$ cat config.mk
export PLATFORM = sky130hd
export DESIGN_NAME = dma_ctl_regs
export DESIGN_NICKNAME = d
export VERILOG_FILES = /design/src/rtl/dma_ctl_pkg.sv /design/src/rtl/dma_ctl_decode.sv /design/src/rtl/dma_ctl_mask.sv /design/src/rtl/dma_ctl_status.sv /design/src/rtl/dma_ctl_mode_bank.sv /design/src/rtl/dma_ctl_regs.sv
export SDC_FILE = /design/constraint.sdc
export NUM_CORES = 1
export LEC_CHECK = 0
export ABC_CLOCK_PERIOD_IN_PS = 1500
export BUFFER_PORTS_ARGS = -buffer_cell sky130_fd_sc_hd__buf_2
export CORE_UTILIZATION = 35
export DETAILED_ROUTE_END_ITERATION = 10
export SLEW_MARGIN = 0
export SYNTH_ARGS = -nofsm -noshare
export SYNTH_HDL_FRONTEND = slang
export SYNTH_SLANG_ARGS = --single-unit
$ cat constraint.sdc
create_clock -name clk_i -period 1.5 [get_ports clk_i]
set_clock_uncertainty 0.2 [all_clocks]
set_input_delay 0.225 -clock clk_i [delete_from_list [all_inputs] [get_ports clk_i]]
set_output_delay 0.225 -clock clk_i [all_outputs]
set_load 0.01 [all_outputs]
$ cat src/rtl/dma_ctl_pkg.sv
package dma_ctl_pkg;

  typedef enum logic [2:0] {
    IX_CMD        = 3'd0,
    IX_SWREQ      = 3'd1,
    IX_SMASK      = 3'd2,
    IX_MODE       = 3'd3,
    IX_FFCLR      = 3'd4,
    IX_MCLR       = 3'd5,
    IX_UNMASK_ALL = 3'd6,
    IX_LOAD_MASK  = 3'd7
  } ctl_idx_e;

  typedef struct packed {
    logic we_cmd;
    logic we_swreq;
    logic we_smask;
    logic we_mode;
    logic ff_clr;
    logic mclr;
    logic unmask_all;
    logic load_mask;
    logic rd_status;
    logic rd_mask;
  } ctl_strb_t;

  // only the controller-disable bit may be set in an accepted command
  localparam logic [7:0] CMD_ALLOWED = 8'h04;
  localparam int unsigned SET_BIT = 2;

endpackage

$ cat src/rtl/dma_ctl_decode.sv
module dma_ctl_decode
  import dma_ctl_pkg::*;
(
  input  logic       wr_en_i,
  input  logic       rd_en_i,
  input  logic [3:0] port_i,
  output ctl_strb_t  strb_o
);

  always_comb begin
    strb_o = '0;
    if (wr_en_i && port_i[3]) begin
      unique case (ctl_idx_e'(port_i[2:0]))
        IX_CMD:        strb_o.we_cmd     = 1'b1;
        IX_SWREQ:      strb_o.we_swreq   = 1'b1;
        IX_SMASK:      strb_o.we_smask   = 1'b1;
        IX_MODE:       strb_o.we_mode    = 1'b1;
        IX_FFCLR:      strb_o.ff_clr     = 1'b1;
        IX_MCLR:       strb_o.mclr       = 1'b1;
        IX_UNMASK_ALL: strb_o.unmask_all = 1'b1;
        IX_LOAD_MASK:  strb_o.load_mask  = 1'b1;
        default:       strb_o.we_cmd     = 1'b0;
      endcase
    end
    if (rd_en_i && port_i[3]) begin
      strb_o.rd_status = (port_i[2:0] == IX_CMD);
      strb_o.rd_mask   = (port_i[2:0] == IX_LOAD_MASK);
    end
  end

endmodule

$ cat src/rtl/dma_ctl_mask.sv
module dma_ctl_mask #(
  parameter int unsigned NUM_CH = 4,
  localparam int unsigned CW    = $clog2(NUM_CH)
) (
  input  logic              clk_i,
  input  logic              rst_ni,
  input  logic              mclr_i,
  input  logic              unmask_all_i,
  input  logic              load_i,
  input  logic              single_i,
  input  logic [CW-1:0]     ch_i,
  input  logic              set_i,
  input  logic [NUM_CH-1:0] load_val_i,
  output logic [NUM_CH-1:0] mask_o
);

  logic [NUM_CH-1:0] mask_q;

  always_ff @(posedge clk_i or negedge rst_ni) begin
    if (!rst_ni)            mask_q <= '1;
    else if (mclr_i)        mask_q <= '1;
    else if (unmask_all_i)  mask_q <= '0;
    else if (load_i)        mask_q <= load_val_i;
    else if (single_i)      mask_q[ch_i] <= set_i;
  end

  assign mask_o = mask_q;

endmodule

$ cat src/rtl/dma_ctl_status.sv
module dma_ctl_status #(
  parameter int unsigned NUM_CH = 4,
  localparam int unsigned CW    = $clog2(NUM_CH)
) (
  input  logic              clk_i,
  input  logic              rst_ni,
  input  logic              mclr_i,
  input  logic              swreq_i,
  input  logic [CW-1:0]     ch_i,
  input  logic              set_i,
  input  logic              rd_clr_i,
  input  logic [NUM_CH-1:0] hold_i,
  input  logic [NUM_CH-1:0] release_i,
  input  logic [NUM_CH-1:0] tc_i,
  output logic [NUM_CH-1:0] req_o,
  output logic [NUM_CH-1:0] tc_o
);

  for (genvar c = 0; c < NUM_CH; c++) begin : g_ch
    logic sw_hit;
    logic req_q, req_d;
    logic tc_q, tc_d;

    assign sw_hit = swreq_i && (ch_i == CW'(c));

    always_comb begin
      req_d = req_q;
      if (hold_i[c])         req_d = 1'b1;
      else if (release_i[c]) req_d = 1'b0;
      if (sw_hit)            req_d = set_i;
      if (mclr_i)            req_d = 1'b0;
    end

    // a new terminal count is never lost to a same-cycle clear, except master clear
    always_comb begin
      tc_d = tc_q;
      if (rd_clr_i || sw_hit) tc_d = 1'b0;
      if (tc_i[c])            tc_d = 1'b1;
      if (mclr_i)             tc_d = 1'b0;
    end

    always_ff @(posedge clk_i or negedge rst_ni) begin
      if (!rst_ni) begin
        req_q <= 1'b0;
        tc_q  <= 1'b0;
      end else begin
        req_q <= req_d;
        tc_q  <= tc_d;
      end
    end

    assign req_o[c] = req_q;
    assign tc_o[c]  = tc_q;
  end

endmodule

$ cat src/rtl/dma_ctl_mode_bank.sv
module dma_ctl_mode_bank #(
  parameter int unsigned NUM_CH = 4,
  parameter int unsigned DW     = 8,
  localparam int unsigned CW    = $clog2(NUM_CH)
) (
  input  logic                 clk_i,
  input  logic                 rst_ni,
  input  logic                 we_i,
  input  logic [CW-1:0]        ch_i,
  input  logic [DW-1:0]        data_i,
  output logic [NUM_CH*DW-1:0] mode_o
);

  for (genvar c = 0; c < NUM_CH; c++) begin : g_mode
    logic [DW-1:0] mode_q;

    always_ff @(posedge clk_i or negedge rst_ni) begin
      if (!rst_ni)                        mode_q <= '0;
      else if (we_i && ch_i == CW'(c))    mode_q <= data_i;
    end

    assign mode_o[c*DW +: DW] = mode_q;
  end

endmodule

$ cat src/rtl/dma_ctl_regs.sv
module dma_ctl_regs
  import dma_ctl_pkg::*;
#(
  parameter int unsigned NUM_CH = 4,
  parameter int unsigned DW     = 8
) (
  input  logic                 clk_i,
  input  logic                 rst_ni,
  input  logic                 wr_en_i,
  input  logic                 rd_en_i,
  input  logic [3:0]           port_i,
  input  logic [DW-1:0]        wdata_i,
  output logic [DW-1:0]        rdata_o,
  input  logic [NUM_CH-1:0]    hold_i,
  input  logic [NUM_CH-1:0]    release_i,
  input  logic [NUM_CH-1:0]    tc_i,
  output logic [NUM_CH-1:0]    mask_o,
  output logic [NUM_CH-1:0]    req_o,
  output logic [NUM_CH*DW-1:0] mode_o,
  output logic                 ctl_disable_o,
  output logic                 ff_clr_o
);

  localparam int unsigned CW = $clog2(NUM_CH);
  localparam int unsigned SW = 2 * NUM_CH;

  ctl_strb_t         strb;
  logic [CW-1:0]     ch;
  logic              set_bit;
  logic [NUM_CH-1:0] tc_bits;
  logic              cmd_ok;
  logic              disable_q;
  logic              ff_clr_q;
  logic [DW-1:0]     rdata_q, rdata_d;

  assign ch      = wdata_i[CW-1:0];
  assign set_bit = wdata_i[SET_BIT];

  dma_ctl_decode i_decode (
    .wr_en_i (wr_en_i),
    .rd_en_i (rd_en_i),
    .port_i  (port_i),
    .strb_o  (strb)
  );

  dma_ctl_mask #(.NUM_CH(NUM_CH)) i_mask (
    .clk_i        (clk_i),
    .rst_ni       (rst_ni),
    .mclr_i       (strb.mclr),
    .unmask_all_i (strb.unmask_all),
    .load_i       (strb.load_mask),
    .single_i     (strb.we_smask),
    .ch_i         (ch),
    .set_i        (set_bit),
    .load_val_i   (wdata_i[NUM_CH-1:0]),
    .mask_o       (mask_o)
  );

  dma_ctl_status #(.NUM_CH(NUM_CH)) i_status (
    .clk_i     (clk_i),
    .rst_ni    (rst_ni),
    .mclr_i    (strb.mclr),
    .swreq_i   (strb.we_swreq),
    .ch_i      (ch),
    .set_i     (set_bit),
    .rd_clr_i  (strb.rd_status),
    .hold_i    (hold_i),
    .release_i (release_i),
    .tc_i      (tc_i),
    .req_o     (req_o),
    .tc_o      (tc_bits)
  );

  dma_ctl_mode_bank #(.NUM_CH(NUM_CH), .DW(DW)) i_mode (
    .clk_i  (clk_i),
    .rst_ni (rst_ni),
    .we_i   (strb.we_mode),
    .ch_i   (ch),
    .data_i (wdata_i),
    .mode_o (mode_o)
  );

  // refuse any command that requests an unsupported feature
  assign cmd_ok = (wdata_i & ~DW'(CMD_ALLOWED)) == '0;

  always_ff @(posedge clk_i or negedge rst_ni) begin
    if (!rst_ni)                     disable_q <= 1'b0;
    else if (strb.mclr)              disable_q <= 1'b0;
    else if (strb.we_cmd && cmd_ok)  disable_q <= wdata_i[SET_BIT];
  end

  always_ff @(posedge clk_i or negedge rst_ni) begin
    if (!rst_ni) ff_clr_q <= 1'b0;
    else         ff_clr_q <= strb.ff_clr | strb.mclr;
  end

  always_comb begin
    rdata_d = '0;
    if (strb.rd_status)    rdata_d = DW'({req_o, tc_bits});
    else if (strb.rd_mask) rdata_d = DW'(mask_o);
  end

  always_ff @(posedge clk_i or negedge rst_ni) begin
    if (!rst_ni) rdata_q <= '0;
    else         rdata_q <= rdata_d;
  end

  assign rdata_o       = rdata_q;
  assign ctl_disable_o = disable_q;
  assign ff_clr_o      = ff_clr_q;

  initial begin
    if (SW > DW) $error("status byte wider than data bus");
  end

endmodule

## Yosys cells after proc, flatten, opt, wreduce, memory -nomap -nowiden

Index checks and enable logic that the tools add are counted.
Widths: inputs -> output; s select.

- Input port bits: 28
- Logic and storage cells: 107
- Register bits after elaboration: 54
- Output and inout bits: 50

- Equality and inequality tests: 10
- Reductions and logical operators: 29
- Order comparisons: 2
- Bitwise operators: 1
- Muxes and demuxes: 49

Operators by type and width:

| kind | number |
|---|---|
| $mux 1 | 39 |
| $mux 4 | 5 |
| $reduce_bool 4->1 | 5 |
| $mux 8 | 2 |
| $eq 3x3->1 const B | 4 |
| $logic_and 1x1->1 | 12 |
| $reduce_bool 3->1 | 4 |
| $logic_not 8->1 | 1 |
| $eq 3x2->1 const B | 2 |
| $bwmux 4 | 1 |
| $eq 2x2->1 const B | 2 |
| $logic_or 1x1->1 | 4 |
| $eq 3x1->1 const B | 1 |
| $logic_not 3->1 | 1 |
| $lt 2x3->1 const B | 1 |
| $demux 1 s2 | 1 |
| $eq 2x1->1 const B | 1 |
| $ge 2x1->1 const B | 1 |
| $logic_not 2->1 | 1 |
| $mux 2 | 1 |
| $reduce_bool 2->1 | 1 |
| $or 1x1->1 | 1 |

## Depth between registers and ports, before layout

Gate-level depths: netlist of run 1.

- Depth after elaboration: 9
- Mapped depth: 6
- Depth with buffers taken out: 3

## Cells and area by module

A second synthesis of run 1 with hierarchy kept.

- Cell total of the unflattened synthesis: 180
- Area total of the unflattened synthesis: 2384.8 sq um

By module, submodules not included:

| module | area an instance (sq um) | seq. area each (sq um) | instances | cells an instance |
|---|---|---|---|---|
| dma_ctl_mode_bank | 1212.4 | 800.8 | 1 | 68 |
| dma_ctl_status | 450.4 | 200.2 | 1 | 42 |
| dma_ctl_regs | 382.9 | 250.2 | 1 | 28 |
| dma_ctl_mask | 251.5 | 105.1 | 1 | 25 |
| dma_ctl_decode | 87.6 | 0.0 | 1 | 17 |

## Least setup slack after synthesis of run 1

Ideal clock, no wire load.

- Path kind: input -> register
- Start: in port_i[2]
- End: reg i_mode.g_mode[1].mode_q[2]
- Path buffers: 3
- Library setup time: 125 ps
- Cell stages on the path: 6
- Required time: 1175 ps
- Arrival: 1201 ps
- Path slack: -26 ps
- Cell sequence: buf_6 and4b_1 buf_6 buf_8 nand3_4 mux2_2

- Word-level cells in the longest chain between the ends: 4

Ends and longest elaborated chain:

| element | RTL line | source |
|---|---|---|
| from (decl) | dma_ctl_regs.sv:11 | `input logic [3:0] port_i,` |
| $eq 3x2->1 | dma_ctl_decode.sv:13 | `unique case (ctl_idx_e'(port_i[2:0]))` |
| $mux 1 | dma_ctl_decode.sv:13 |  |
| $mux 8 | dma_ctl_decode.sv:12 | `if (wr_en_i && port_i[3]) begin` |
| $logic_and 1x1->1 | dma_ctl_mode_bank.sv:19 | `else if (we_i && ch_i == CW'(c)) mode_q <= data_i;` |
| to (signal assigned) | dma_ctl_mode_bank.sv:19 |  |
| to (decl) | dma_ctl_mode_bank.sv:15 | `logic [DW-1:0] mode_q;` |

No other way between the ends.
A chain may end at the register's enable or synchronous reset.

## Worst setup path in the final report of run 1

- Start: reg i_mask.mask_q[3], in the netlist i_mask.mask_o[3]
- End: out mask_o[3]

RTL lines:

| element | RTL line | source |
|---|---|---|
| from (decl) | dma_ctl_mask.sv:17 | `logic [NUM_CH-1:0] mask_q;` |
| from (signal assigned) | dma_ctl_mask.sv:23 | `else if (load_i) mask_q <= load_val_i;` |
| from (signal, indexed assignment) | dma_ctl_mask.sv:24 | `else if (single_i) mask_q[ch_i] <= set_i;` |
| to (decl) | dma_ctl_regs.sv:17 | `output logic [NUM_CH-1:0] mask_o,` |

No word-level cell between the ends.

==> flow_summary.yaml, run 1 <==
logic_synthesis:
  synth_most_common_cell: "dfrtp_1"
  synth.distinct_cells: 40
  ys_ff_latch: 54
  async_flop_share_pct: 100
  synth_cells: 184
  ys.flop_type: "dfrtp_1"
  synth_top_area_share_pct: 52.4
  syn_area_per_cell_um2: 13.0
  synth_edf_count: 0
  syn_nets: 212
  ys_seq_area_share_pct: 56.8
  synth_top_cell_by_area: "dfrtp_1"
  synth_commonest_cells: "dfrtp_1, mux2_2, nand2_1"
  synth.area.top_cells: "dfrtp_1, mux2_2, dfstp_2"
  yosys_warnings: 0
  synth_area_mm2: 0.00239
detailed_routing:
  ant_nets: 0
  vias: 1882
  drc_errors: 0
  wl_per_cell_um: 15.5
  wirelength_mm: 5.78
  drtIter0Drc: 47
  viasPerCell: 5.05
  dr.pass1.iters: 6
final_layout:
  nets: 323
  areaGrowthSynthToFinish_pct: 34.8
  fin_area_mm2: 0.00322
  fin_util_pct: 49.8
  antennaDiodeCount: 0
  drive_gt1_share_pct: 50.0
timing:
  fin_crit_ps: 1450
  setup_viol: 0
  slew_headroom_pct: 74.3
  fin_crit_sh_pct: 96.8
  final_hold_viol_count: 0
  setup_tns_ps: 0
  hold-worst-slack_ps: 6.36
  tightest_slew_ps: 385
  setup_ws_ps: 47.5
  maxSlewViolCount: 0
  rsz0062_at_grt: "false"
  fmax_mhz: 688
min_path:
  worstHoldStart: "wdata_i[7]"
  min_path_type: "in2reg"
  hold_depth: 2
  worst_hold_path.endpoint: "i_mode.g_mode[3].mode_q[7]$_DFFE_PN0P_"
power:
  pwr-share-comb_pct: 19.5
  p_switching_mw: 0.913
  ir_drop_uv: 503
  p_int_mw: 2.29
  clockPowerShare_pct: 27.2
  switching_share_pct: 28.5
  power_density_mw_per_mm2: 994
  pwr-share-seq_pct: 53.3
  p_leak_nw: 1.66
placement:
  placedInstanceArea_mm2: 0.00300
  globalplace.congestion: 0.809
  port_buffers: 77
  post-place-ws_ps: -158
  hpwlAfterDp_mm: 4.36
setup_path:
  crit-reg2reg-launch: "i_status.g_ch[2].req_q$_DFFE_PN0P_"
  start_kind: "register"
  cp_slowest_cell: "dfstp_2"
  critPathMaxFanout: 3
  cp_data_required_time_ps: 1070
  endpoint_kind: "output pin"
  r2r_cells: 2
  rr_endpoint: "i_status.g_ch[2].req_q$_DFFE_PN0P_"
  path_class: "reg2out"
  crit_buf_inv: 1
  worstPathCellList: "buf_2"
  cp_top_family: "flip-flops"
  max_stage_delay_ps: 580
  critPathArrivalTime_ps: 1030
  rrSetupSlack_ps: 390
  startpoint: "i_mask.mask_o[3]$_DFFE_PN1P_"
clock_network:
  cts_buffers: 5
  max-clock-path-buffers: 2
  worstSkewPairLatency_ps: 310
  cts_root_buf: "clkbuf_8"
  cts.sinks: 54
  cts_max_level: 2
  cts_tree: "built"
  clk_pin_slew_ps: 100
floorplan:
  core_area_mm2: 0.00646
  start_util_pct: 37.0
  dieWidth_um: 84.6
  die-area_mm2: 0.00716
  dieHeight_um: 84.6
  rows: 29
  ioPinCount: 78
run_status:
  status: "finished, final reports clean"
grt:
  grt_max_degree: 26
  grt_pass1_wl_mm: 9.72
  grt_overflow_total: 0
  antenna_found_initial: 0
  grt_util_all_layers_pct: 17.6
  grt_pass1_vias: 1961
job:
  maxCapViolCount: 0
## flip-flops by register name, summed over array words and instances, names as in the netlist
name	flops
i_status.g_ch.req_q	4
ctl_disable_o	1
ff_clr_o	1
i_mode.g_mode.mode_q	32
i_mask.mask_o	4
i_status.g_ch.tc_q	4
rdata_o	8
## per-stage QoR
stage	std cells	power, mW
finish	373	3.20
global route	373	3.38
CTS	371	3.24
detailed placement	353	2.34
global placement	353	2.33
floorplan	184	2.02
## placed cells by master, fill, tap and decap left out, drive strengths merged, types with 5 or more instances in the layout
cell type / n
dfrtp: 50
a21oi: 5
nand2b: 5
inv: 6
mux2: 26
a211oi: 5
and2: 7
dlygate4sd3: 12
and3: 5
nand3: 7
buf: 104
nand2: 8
clkbuf: 5
## worst max path at each step
stage	to	slack, ps	cells past startpoint
finish	mask_o[3]	50	1
global route	mask_o[3]	10	1
CTS	mask_o[3]	30	1
detailed placement	i_status.g_ch[3].tc_q$_DFFE_PN0P_	-160	6
global placement	i_status.g_ch[3].tc_q$_DFFE_PN0P_	-170	6
floorplan	i_mode.g_mode[1].mode_q[2]$_DFFE_PN0P_	-9	6
## cell type report
cell class,instances,area (um2)
Multi-Input combinational cell,113,917
Fill cell,607,3240
Timing Repair Buffer,116,733
Clock inverter,3,28.8
Clock buffer,5,68.8
Tap cell,77,96.3
Inverter,5,18.8
Sequential cell,54,1360
## power by group through the flow
stage	Clock (mW)	Sequential (mW)	Combinational (mW)
5_1_grt	0.974	1.73	0.681
3_5_place_dp	0	1.73	0.610
6_report	0.871	1.71	0.625
2_1_floorplan	0	1.79	0.229
4_1_cts	0.906	1.71	0.631
3_3_place_gp	0	1.73	0.598
## routing by layer
| layer | GRT usage [%] | wire [um] |
|---|---|---|
| met4 | 8.01 | 138 |
| met5 | 0 | 0 |
| met1 | 23.2 | 2620 |
| met2 | 27.4 | 2670 |
| met3 | 4.33 | 356 |
## logic make-up after synthesis
logic type,share of synthesized area (%)
compound gates,11.0
buf+inv,4.82
flops,56.8
mux,12.7
simple gates,14.7
## repair_timing
| action | 4_1_cts | 5_1_grt |
|---|---|---|
| resized for setup | 0 | 0 |
| hold endpoints to repair | 61 | 1 |
| hold buffers | 10 | 2 |
| buffers inserted | 0 | 0 |
Power figures use the tool's default switching activity.
==> run 2, diff against run 1 <==
--- a/config.mk
+++ b/config.mk
@@ -7,8 +7,9 @@
 export LEC_CHECK = 0
 export ABC_CLOCK_PERIOD_IN_PS = 1500
 export BUFFER_PORTS_ARGS = -buffer_cell sky130_fd_sc_hd__buf_2
-export CORE_UTILIZATION = 35
+export CORE_UTILIZATION = 54
 export DETAILED_ROUTE_END_ITERATION = 10
+export PLACE_DENSITY = 0.84
 export SLEW_MARGIN = 0
 export SYNTH_ARGS = -nofsm -noshare
 export SYNTH_HDL_FRONTEND = slang
==> run 2 against run 1 <==
Against the previous run:
- fmax increased by 1.5%
- sequential share of layout area up 1.4 points
- global-route usage up 8.2 points
- count of clock-buffer cells in the layout did not move
- sequential power about the same
- design area fell by 3.3%
- highest routed layer unchanged
==> flow_summary.yaml, run 2 (synthesis gave the netlist of run 1 again) <==
detailed_routing:
  drtIter0Drc: 93
  viasPerCell: 5.57
  vias: 1893
  ant_nets: 0
  dr.pass1.iters: 5
  wirelength_mm: 5.39
  wl_per_cell_um: 15.9
  drc_errors: 0
floorplan:
  rows: 23
  dieWidth_um: 68.5
  dieHeight_um: 68.5
  core_area_mm2: 0.00412
  ioPinCount: 78
  die-area_mm2: 0.00469
  start_util_pct: 58.0
placement:
  placed_cells: 323
  post-place-ws_ps: -163
  port_buffers: 77
  placedInstanceArea_mm2: 0.00293
  globalplace.congestion: 0.871
  hpwlAfterDp_mm: 3.78
clock_network:
  cts_root_buf: "clkbuf_8"
  cts_max_level: 2
  worstSkewPairLatency_ps: 310
  cts.sinks: 54
  hold_buffers: 9
  post_cts_buffers: 0
  post_cts_resized: 0
  clk_pin_slew_ps: 90
  max-clock-path-buffers: 2
  cts_tree: "built"
  cts_buffers: 5
timing:
  fmax_mhz: 699
  final_hold_viol_count: 0
  maxSlewViolCount: 0
  tightest_slew_ps: 370
  setup_ws_ps: 69.2
  rsz0062_at_grt: "false"
  setup_tns_ps: 0
  setup_viol: 0
  fin_crit_ps: 1430
  slew_headroom_pct: 75.3
  fin_crit_sh_pct: 95.4
final_layout:
  layout_commonest_cell: "buf_2"
  areaGrowthSynthToFinish_pct: 30.3
  final_cell_mix: "buf_2, dfrtp_1, mux2_2"
  drive_gt1_share_pct: 50.0
  fin_area_mm2: 0.00311
  nFillCells: 291
  largest_register: "i_mode.g_mode.mode_q"
  nets: 317
  antennaDiodeCount: 0
  instances_no_fill: 340
  multi_input_area_um2: 917
  largest_register_ffs: 32
  register_area_mm2: 0.00136
run_status:
  status: "finished, final reports clean"
power:
  ir_drop_uv: 853
  power.total_mw: 3.12
  power_density_mw_per_mm2: 1000
  p_leak_nw: 1.62
grt:
  antenna_found_initial: 0
  grt_overflow_total: 0
  grt_pass1_vias: 1845
  grt_max_degree: 55
  grt_pass1_wl_mm: 8.58
  grt_util_all_layers_pct: 25.8
min_path:
  min_path_type: "in2reg"
setup_path:
  endpoint_kind: "output pin"
  max_stage_delay_ps: 570
  cp_slowest_cell: "dfstp_2"
  critPathMaxFanout: 3
  crit_buf_inv: 1
  start_kind: "register"
  worstPathCellList: "buf_2"
  cp_data_required_time_ps: 1070
  path_class: "reg2out"
  cp_top_family: "flip-flops"
  critPathArrivalTime_ps: 1010
job:
  maxCapViolCount: 0
-- run 2: cell types whose count changed in the layout (fill, tap and decap cells not counted), sizes merged --
cell / change
dlygate4sd3: -3
clkinvlp: +1
inv: -1
buf: -3
-- run 2: path summary, 6_finish.rpt --
kind	startpoint	end	slack (ps)	cells after the start
max in group asynchronous	rst_ni	i_mask.mask_o[3]$_DFFE_PN1P_	570	3
max	i_mask.mask_o[3]$_DFFE_PN1P_	mask_o[3]	70	1
min reg2reg	i_mode.g_mode[1].mode_q[0]$_DFFE_PN0P_	i_mode.g_mode[1].mode_q[0]$_DFFE_PN0P_	280	1
max reg2reg	i_status.g_ch[2].req_q$_DFFE_PN0P_	i_status.g_ch[2].req_q$_DFFE_PN0P_	320	2
min in group asynchronous	rst_ni	rdata_o[5]$_DFF_PN0_	240	3
min	wdata_i[5]	i_mode.g_mode[1].mode_q[5]$_DFFE_PN0P_	10	2
-- run 2: report_power, final --
part	total [mW]	switching (mW)	leakage [nW]	internal [mW]
sequential	1.70	0.0818	0.686	1.62
combinational	0.608	0.302	0.893	0.307
clock	0.804	0.476	0.0441	0.329
total	3.12	0.859	1.62	2.26
-- run 2: per-stage QoR --
stage	util (%)	hold WS (ps)
2_1_floorplan	-	-271
6_report	75.6	12.4
3_3_place_gp	71.3	36.5
4_1_cts	75.6	4.93
5_1_grt	75.6	5.70
3_5_place_dp	71.3	37.6
-- run 2: worst register-to-register path, stage by stage, from the launching register on --
cell	delay, ps
dfrtp_1	400
a221oi_1	350
a311oi_1	110
-- run 2: layer usage --
| metal | up-vias | track usage (%) | routed length [um] |
|---|---|---|---|
| li1 | 881 | - | - |
| met5 | - | 0 | 0 |
| met2 | 83 | 41.9 | 2620 |
| met1 | 916 | 31.1 | 2310 |
| met4 | 0 | 12.8 | 88 |
| met3 | 13 | 7.89 | 373 |
-- run 2: cell type report --
cell class,count,share of cell area (%)
Inverter,5,0.603
Multi-Input combinational cell,113,29.5
Tap cell,50,2.01
Sequential cell,54,43.6
Clock inverter,3,0.683
Clock buffer,5,2.21
Timing Repair Buffer,110,21.5
==> run 3, diff against run 2 <==
--- a/config.mk
+++ b/config.mk
@@ -7,9 +7,12 @@
 export LEC_CHECK = 0
 export ABC_CLOCK_PERIOD_IN_PS = 1500
 export BUFFER_PORTS_ARGS = -buffer_cell sky130_fd_sc_hd__buf_2
+export CORE_MARGIN = 4
 export CORE_UTILIZATION = 54
 export DETAILED_ROUTE_END_ITERATION = 10
+export GPL_ROUTABILITY_DRIVEN = 0
 export PLACE_DENSITY = 0.84
+export RECOVER_POWER = 50
 export SLEW_MARGIN = 0
 export SYNTH_ARGS = -nofsm -noshare
 export SYNTH_HDL_FRONTEND = slang
==> run 3 against run 2 <==
Against the previous run:
- wire length rose by 4.7%
- final cell count fell by 0.88%
- critical path depth up 4
- utilization fell by 0.89 points
- hold slack worse by 5.0 ps
- sequential power barely moved
- combinational power shrank 0.8%
- fmax down 0.34%
- count of clock-buffer cells in the layout unchanged
- worst setup slack got worse by 4.9 ps
==> flow_summary.yaml, run 3 (synthesis gave the netlist of run 1 again) <==
detailed_routing:
  drtIter0Drc: 68
  ant_nets: 0
  dr.pass1.iters: 4
  wirelength_mm: 5.65
  viasPerCell: 5.53
  vias: 1864
  wl_met1_mm: 2.36
  top_layer: "met4"
  wl_per_cell_um: 16.8
  wl_met3_um: 404
  drc_errors: 0
  routed-wl-met2_mm: 2.80
setup_path:
  cp_data_required_time_ps: 1500
  cp_slowest_cell: "mux2_2"
  r2r_cells: 2
  endpoint_kind: "register"
  critPathMaxFanout: 8
  crit-reg2reg-launch: "i_status.g_ch[1].req_q$_DFFE_PN0P_"
  start_kind: "primary input"
  path_class: "in2reg"
  worstPathCellList: "buf_2, and4b_1, buf_12, nand3_1, mux2_2"
  startpoint: "port_i[2]"
  rrSetupSlack_ps: 320
  max_stage_delay_ps: 390
  critPathArrivalTime_ps: 1440
  rr_endpoint: "i_status.g_ch[1].req_q$_DFFE_PN0P_"
clock_network:
  cts.sinks: 54
  cts_tree: "built"
  worstSkewPairLatency_ps: 310
  cts_buffers: 5
  cts_root_buf: "clkbuf_8"
  max-clock-path-buffers: 2
  clk_pin_slew_ps: 100
  post_cts_resized: 0
  cts_max_level: 2
timing:
  final_hold_viol_count: 0
  maxSlewViolCount: 0
  setup_viol: 0
  fmax_mhz: 697
  fin_crit_sh_pct: 95.7
  slew_headroom_pct: 52.5
  tightest_slew_ps: 712
  setup_tns_ps: 0
  rsz0062_at_grt: "false"
  fin_crit_ps: 1440
min_path:
  worstHoldStart: "wdata_i[4]"
  min_path_type: "in2reg"
  worst_hold_path.endpoint: "i_mode.g_mode[1].mode_q[4]$_DFFE_PN0P_"
  hold_depth: 2
grt:
  grt_overflow_total: 0
  grt_pass1_wl_mm: 9.34
  grt_util_all_layers_pct: 22.2
  grt_pass1_vias: 1962
  antenna_found_initial: 0
  grt_max_degree: 55
power:
  power.total_mw: 3.31
  power_density_mw_per_mm2: 1070
  p_leak_nw: 1.61
  ir_drop_uv: 873
final_layout:
  largest_register: "i_mode.g_mode.mode_q"
  final_cell_mix: "buf_2, dfrtp_1, mux2_2"
  nets: 314
  drive_gt1_share_pct: 48.1
  largest_register_ffs: 32
  layout_commonest_cell: "buf_2"
  areaGrowthSynthToFinish_pct: 29.7
  antennaDiodeCount: 0
floorplan:
  start_util_pct: 57.6
  die-area_mm2: 0.00555
  dieHeight_um: 74.5
  ioPinCount: 78
  dieWidth_um: 74.5
  rows: 23
  core_area_mm2: 0.00414
run_status:
  status: "finished, final reports clean"
placement:
  port_buffers: 77
  hpwlAfterDp_mm: 4.18
job:
  maxCapViolCount: 0
[run 3: timing repair]
action / CTS / global route
hold buffers: 5 / 0
endpoints found under the hold margin: 58 / 0
setup buffers: 0 / 0
endpoints found under the setup margin: 0 / 0
[run 3: final cells by class]
cell class              count  area, um2
well taps                  50       62.6
multi-input cells         113        911
repair buffers            107        632
clock inverters             3       48.8
inverters                   5       18.8
clock buffers               5       68.8
flip-flops and latches     54       1360
fillers                   298       1050
[run 3: where the power goes]
part	total (mW)	internal, mW	switching, mW
clock network	0.999	0.509	0.491
logic	0.603	0.298	0.305
registers	1.71	1.62	0.0863
total	3.31	2.43	0.882
[run 3: worst max-delay path by stage]
stage               cells after the start                                     end  slack [ps]
finish                                  5  i_mode.g_mode[0].mode_q[4]$_DFFE_PN0P_          60
floorplan                               6  i_mode.g_mode[1].mode_q[2]$_DFFE_PN0P_          -9
global route                            6       i_status.g_ch[3].tc_q$_DFFE_PN0P_          30
CTS                                     1                               mask_o[3]          60
global placement                        5  i_mode.g_mode[2].mode_q[4]$_DFFE_PN0P_        -110
detailed placement                      5  i_mode.g_mode[2].mode_q[3]$_DFFE_PN0P_        -150
[run 3: stage by stage]
step | hold slack (ps) | util, % | setup WS (ps) | instance area [um2] | std cells
2_1_floorplan | -271 | - | -8.73 | 2390 | 184
3_3_place_gp | 39.1 | 71.6 | -106 | 2970 | 324
3_5_place_dp | 43.1 | 71.6 | -147 | 2970 | 324
4_1_cts | 3.32 | 75.6 | 58.3 | 3130 | 337
5_1_grt | 6.04 | 74.8 | 25.6 | 3100 | 337
6_report | 7.42 | 74.8 | 64.3 | 3100 | 337
[run 3: worst max-delay path, delay by kind of cell]
family	cells	cell delay, ps
mux	1	390
simple gates	2	580
buf+inv	2	240
[run 3: layer usage]
layer / vias to the layer above / global-route usage [%]
li1: 882 / -
met1: 898 / 27.0
met4: 0 / 6.13
met5: - / 0
met3: 9 / 5.81
met2: 75 / 39.1
